<file path="src/rtl/dram_wakeup_pkg.sv">
package dram_wakeup_pkg;

    typedef enum logic [2:0] {
        ST_PAUSE,
        ST_LEAD,
        ST_STROBE,
        ST_PRECHG,
        ST_READY
    } wake_state_e;

    // Whole clock cycles covering a duration, rounded up.
    function automatic int ns_to_clks(input longint dur_ns, input longint clk_hz);
        return int'((dur_ns * clk_hz + 64'd999_999_999) / 64'd1_000_000_000);
    endfunction

    function automatic int max_of4(input int a, input int b, input int c, input int d);
        int m;
        m = a;
        if (b > m) m = b;
        if (c > m) m = c;
        if (d > m) m = d;
        return m;
    endfunction

endpackage

</file>
<file path="src/rtl/wakeup_interval_timer.sv">
module wakeup_interval_timer #(
    parameter int CW = 16
) (
    input  logic          clk,
    input  logic          rst_n,
    input  logic          restart,
    input  logic [CW-1:0] limit,
    output logic          expired
);
    logic [CW-1:0] elapsed;

    always_ff @(posedge clk or negedge rst_n) begin
        if (!rst_n)       elapsed <= '0;
        else if (restart) elapsed <= '0;
        else              elapsed <= elapsed + 1'b1;
    end

    assign expired = (elapsed == limit - 1'b1);
endmodule

</file>
<file path="src/rtl/wakeup_cycle_tally.sv">
module wakeup_cycle_tally #(
    parameter int COUNT = 8,
    parameter int IW    = 4
) (
    input  logic          clk,
    input  logic          rst_n,
    input  logic          step,
    output logic [IW-1:0] idx,
    output logic          last
);
    localparam logic [IW-1:0] LAST_IDX = IW'(COUNT - 1);

    always_ff @(posedge clk or negedge rst_n) begin
        if (!rst_n)    idx <= '0;
        else if (step) idx <= idx + 1'b1;
    end

    assign last = (idx == LAST_IDX);
endmodule

</file>
<file path="src/rtl/dram_wakeup_seq.sv">
module dram_wakeup_seq
    import dram_wakeup_pkg::*;
#(
    parameter longint CLK_HZ        = 100_000_000,
    parameter longint PAUSE_NS      = 200_000,
    parameter int     WARMUP_CYCLES = 8,
    parameter int     LEAD_CLKS     = 1,
    parameter int     STROBE_CLKS   = 3,
    parameter int     PRECHG_CLKS   = 2,
    parameter int     ROW_W         = 12
) (
    input  logic             clk,
    input  logic             rst_n,
    input  logic             cbr_mode,
    output logic             ras_n,
    output logic             cas_n,
    output logic             we_n,
    output logic [ROW_W-1:0] row_addr,
    output logic             ready
);
    localparam int PAUSE_CLKS = ns_to_clks(PAUSE_NS, CLK_HZ);
    localparam int LONGEST    = max_of4(PAUSE_CLKS, LEAD_CLKS, STROBE_CLKS, PRECHG_CLKS);
    localparam int CW         = $clog2(LONGEST + 1);
    localparam int IW         = $clog2(WARMUP_CYCLES + 1);

    wake_state_e   state, state_nx;
    logic          mode_q;
    logic [CW-1:0] limit;
    logic          expired;
    logic          restart;
    logic [IW-1:0] cyc_idx;
    logic          cyc_last;
    logic          cyc_step;

    // Interval length of the current state
    always_comb begin
        unique case (state)
            ST_PAUSE:  limit = CW'(PAUSE_CLKS);
            ST_LEAD:   limit = CW'(LEAD_CLKS);
            ST_STROBE: limit = CW'(STROBE_CLKS);
            ST_PRECHG: limit = CW'(PRECHG_CLKS);
            default:   limit = CW'(1);
        endcase
    end

    // Next-state logic
    always_comb begin
        state_nx = state;
        unique case (state)
            ST_PAUSE:  if (expired) state_nx = ST_LEAD;
            ST_LEAD:   if (expired) state_nx = ST_STROBE;
            ST_STROBE: if (expired) state_nx = ST_PRECHG;
            ST_PRECHG: if (expired) state_nx = cyc_last ? ST_READY : ST_LEAD;
            default:   state_nx = ST_READY;
        endcase
    end

    assign restart  = (state_nx != state) || (state == ST_READY);
    assign cyc_step = (state == ST_PRECHG) && expired && !cyc_last;

    // State register and mode latch
    always_ff @(posedge clk or negedge rst_n) begin
        if (!rst_n) begin
            state  <= ST_PAUSE;
            mode_q <= 1'b0;
        end else begin
            state <= state_nx;
            if (state == ST_PAUSE && expired) mode_q <= cbr_mode;
        end
    end

    wakeup_interval_timer #(.CW(CW)) u_timer (
        .clk     (clk),
        .rst_n   (rst_n),
        .restart (restart),
        .limit   (limit),
        .expired (expired)
    );

    wakeup_cycle_tally #(.COUNT(WARMUP_CYCLES), .IW(IW)) u_tally (
        .clk   (clk),
        .rst_n (rst_n),
        .step  (cyc_step),
        .idx   (cyc_idx),
        .last  (cyc_last)
    );

    // Outputs from state
    always_comb begin
        ras_n    = 1'b1;
        cas_n    = 1'b1;
        we_n     = 1'b1;
        row_addr = '0;
        ready    = 1'b0;
        unique case (state)
            ST_PAUSE: ;
            ST_LEAD: begin
                cas_n = !mode_q;
                if (!mode_q) row_addr = ROW_W'(cyc_idx);
            end
            ST_STROBE: begin
                ras_n = 1'b0;
                cas_n = !mode_q;
                if (!mode_q) row_addr = ROW_W'(cyc_idx);
            end
            ST_PRECHG: begin
                if (!mode_q) row_addr = ROW_W'(cyc_idx);
            end
            default: ready = 1'b1;
        endcase
    end
endmodule

</file>
<file path="config.mk">
export PLATFORM = sky130hd
export DESIGN_NAME = dram_wakeup_seq
export DESIGN_NICKNAME = d
export VERILOG_FILES = /design/src/rtl/dram_wakeup_pkg.sv /design/src/rtl/wakeup_interval_timer.sv /design/src/rtl/wakeup_cycle_tally.sv /design/src/rtl/dram_wakeup_seq.sv
export SDC_FILE = /design/constraint.sdc
export NUM_CORES = 1
export LEC_CHECK = 0
export BUFFER_PORTS_ARGS = -buffer_cell sky130_fd_sc_hd__buf_2
export CAP_MARGIN = 10
export CELL_PAD_IN_SITES_DETAIL_PLACEMENT = 0
export CELL_PAD_IN_SITES_GLOBAL_PLACEMENT = 1
export CORE_ASPECT_RATIO = 1.4
export CORE_MARGIN = 8
export CORE_UTILIZATION = 37
export DETAILED_ROUTE_END_ITERATION = 7
export PLACE_DENSITY_LB_ADDON = 0.08
export RECOVER_POWER = 25
export SYNTH_ARGS = -nofsm -noshare
export SYNTH_HDL_FRONTEND = slang
export SYNTH_SLANG_ARGS = --single-unit
</file>
<file path="constraint.sdc">
create_clock -name clk -period 2.75 [get_ports clk]
set_clock_uncertainty 0.2 [all_clocks]
set_input_delay 0.275 -clock clk [delete_from_list [all_inputs] [get_ports clk]]
set_output_delay 0.275 -clock clk [all_outputs]
set_load 0.02 [all_outputs]
</file>
==> metrics.txt <==
FF/Latch Area 576 um2; max-cap violation count 0; Antenna Violating Nets Remaining 0; multi-input logic area 733 um2; Compound-Gate Fraction of Synth Area 0.0613; HPWL Detailed 2.11 mm; setup_tns 0 ps; fin nets 159; vias in the first global route 987; CTS tree done; critical path peak fanout 9; CTS buffer count 3; number of I/O pins 19; maximum clock rate 0.391 GHz; Netlist cell types 39; total die area 0.00599 mm2; Residual DRC 0; Simple-Gate Fraction of Synth Area 0.275; Setup-failing EPs final 0; CP required 2700 ps; # fillers 377; Synth area leaders dfrtp_1 41%, xor2_1 8.8%, buf_4 6.5%; PostCTS Resize Cnt 0; Max IR drop VDD 0.000276 V; drt first pass iters 4; Mean Syn Cell Area 9.84 um2; clk buf depth 2; largest family of logic cells by synthesized area simple AND/OR/NAND/NOR gates; EDFF count, synth 0; fraction of registers with async set/reset 1.00; largest net degree at the start of global routing 24; register bit total from synthesis 23; die outline width 67.8 um; leak pwr 0.721 nW; CP Capture Type flop; CP Cell Sequence or3_1 > ha_1 > xor2_1 > nor4_4 > buf_4 > nand4_2 > mux2_4; CP arrival 2510 ps; area delta synth->final 8.21%; number of H-tree levels 1; Worst setup SP type flop; total power 568 uW; critical path's slowest cell or3_1; Final Hold Viols 0; clk_lat worst skew 260 ps; Row Count 26; top cell type's share of synthesized area 0.415; Avg Vias per Cell 5.01; pwr dens 378 mW/mm2; Seq/Total Area, Yosys 0.415; number of port buffers 9; prevailing post-synth register cell dfrtp_1; clk slew on worst S/H paths 80 ps; post-layout minimum cycle time 2560 ps; status finished clean; core area 0.00361 mm2; Post CTS Setup Buffer Count 0; All-Layer GR Usage 0.104; Yosys Warn Count 0; synthesized area 0.00139 mm2; GR Overflow Total 0; Least-Margin Pin Slew 1310 ps; wirelength, routed 2.82 mm; Hold Buf Count CTS 1; Die H 88.5 um; Adder-Cell Fraction of Synth Area 0.0271; initial antenna violation count 0; Initial Util 0.384; Worst Hold Class primary input to flop; multiplexer share of the synthesized area 0.0271; cell with the most instances after synthesis dfrtp_1; initial drt markers 89; fin crit share 0.931; Final Max Slew Viols 0; layout cells sized above 1 0.184; worst relative slew slack 0.125; clock sink count 23; RSZ-0062 raised after global routing no; wire length of the first global-routing pass 4.76 mm; CTS Root Cell clkbuf_8; ANT cells 0; most frequent cells after synthesis 23 x dfrtp_1, 21 x nor2_1, 14 x xor2_1; Gate Count Post-Synth 141; area leader, netlist dfrtp_1; drt wl/cell 14.5 um; Via Count 971; post-synthesis xor/xnor area fraction 0.114; Worst path max stage delay 430 ps; Placer Congestion 0.746; critical path class flop to flop
==> layer usage <==
| layer | wire length, um | global-route usage | vias to the layer above |
|---|---|---|---|
| met2 | 1510 | 0.183 | 9 |
| met4 | 20 | 0.0401 | 0 |
| li1 | - | - | 485 |
| met3 | 90 | 0.0165 | 2 |
| met1 | 1200 | 0.119 | 475 |
| met5 | 0 | 0 | - |
==> cell type report <==
type | instances | area share
well taps | 42 | 0.0350
flip-flops and latches | 23 | 0.383
multi-input cells | 109 | 0.488
inverters | 1 | 0.00250
clock buffers | 4 | 0.0300
repair buffers | 15 | 0.0608
==> metrics by stage <==
stage | setup slack, ps | std cells | hold slack, ps | util | cell area (um2)
floorplan | 111 | 148 | -221 | - | 1410
global placement | 259 | 189 | 88.1 | 0.401 | 1450
detailed placement | 190 | 189 | 98.4 | 0.401 | 1450
CTS | 183 | 194 | 21.6 | 0.416 | 1500
global route | 59.2 | 194 | 28.4 | 0.416 | 1500
finish | 190 | 194 | 31.4 | 0.416 | 1500
==> logic make-up after synthesis <==
family | count (synthesis)
AOI/OAI and AO/OA | 9
other | 2
muxes | 3
and+or+nand+nor | 67
adders and majority gates | 3
buffers and inverters | 16
xor gates and xnor gates | 18
DFF | 23
==> worst paths after layout <==
path | endpoint | start | depth (start not counted) | slack [ps]
max in group asynchronous | u_timer.elapsed[9] | rst_n | 2 | 950
hold / removal | mode_q | cbr_mode | 2 | 30
setup reg to reg | u_tally.idx[1] | state[2] | 7 | 190
min in group asynchronous | mode_q | rst_n | 2 | 620
setup / recovery | u_tally.idx[1] | state[2] | 7 | 190
hold reg to reg | u_tally.idx[0] | u_tally.idx[0] | 1 | 330
==> worst max-delay path: cells and delay by family (launching register included) <==
kind | cells | cell delay, ps
simple gates | 3 | 820
flops | 1 | 420
fa+ha+maj | 1 | 320
mux | 1 | 310
buf+inv | 1 | 190
xor+xnor | 1 | 170
==> cells in the final DEF, fill, tap and decap left out, drive strengths merged <==
cell type and instances:
nor2b 1, a31oi 1, inv 1, a21oi 1, nand3b 2, dlygate4sd3 1, and2 4, and3 4
nor3 3, or4 1, nor4 2, o21a 1, nor4b 1, or3 2, ha 3, or2b 1
nor2 22, buf 13, a2111oi 1, nand4 5, nand4b 1, a41o 1, o21ai 2, conb 9
clkbuf 5, mux2 3, and4 2, a31o 1, a21o 1, dfrtp 23, nand2 8, nand3 8
xor2 14, xnor2 4
==> flip-flops by register name, summed over array words and instances (netlist names) <==
register,count
u_timer.elapsed,15
u_tally.idx,4
state,3
mode_q,1
==> power breakdown <==
part	leakage [nW]	total, mW	internal (mW)	switching [mW]
clock	0.0228	0.208	0.103	0.105
combinational	0.393	0.0206	0.00209	0.0185
sequential	0.305	0.339	0.339	0.000749
total	0.721	0.568	0.444	0.124
(Power assumes the default switching activity.)
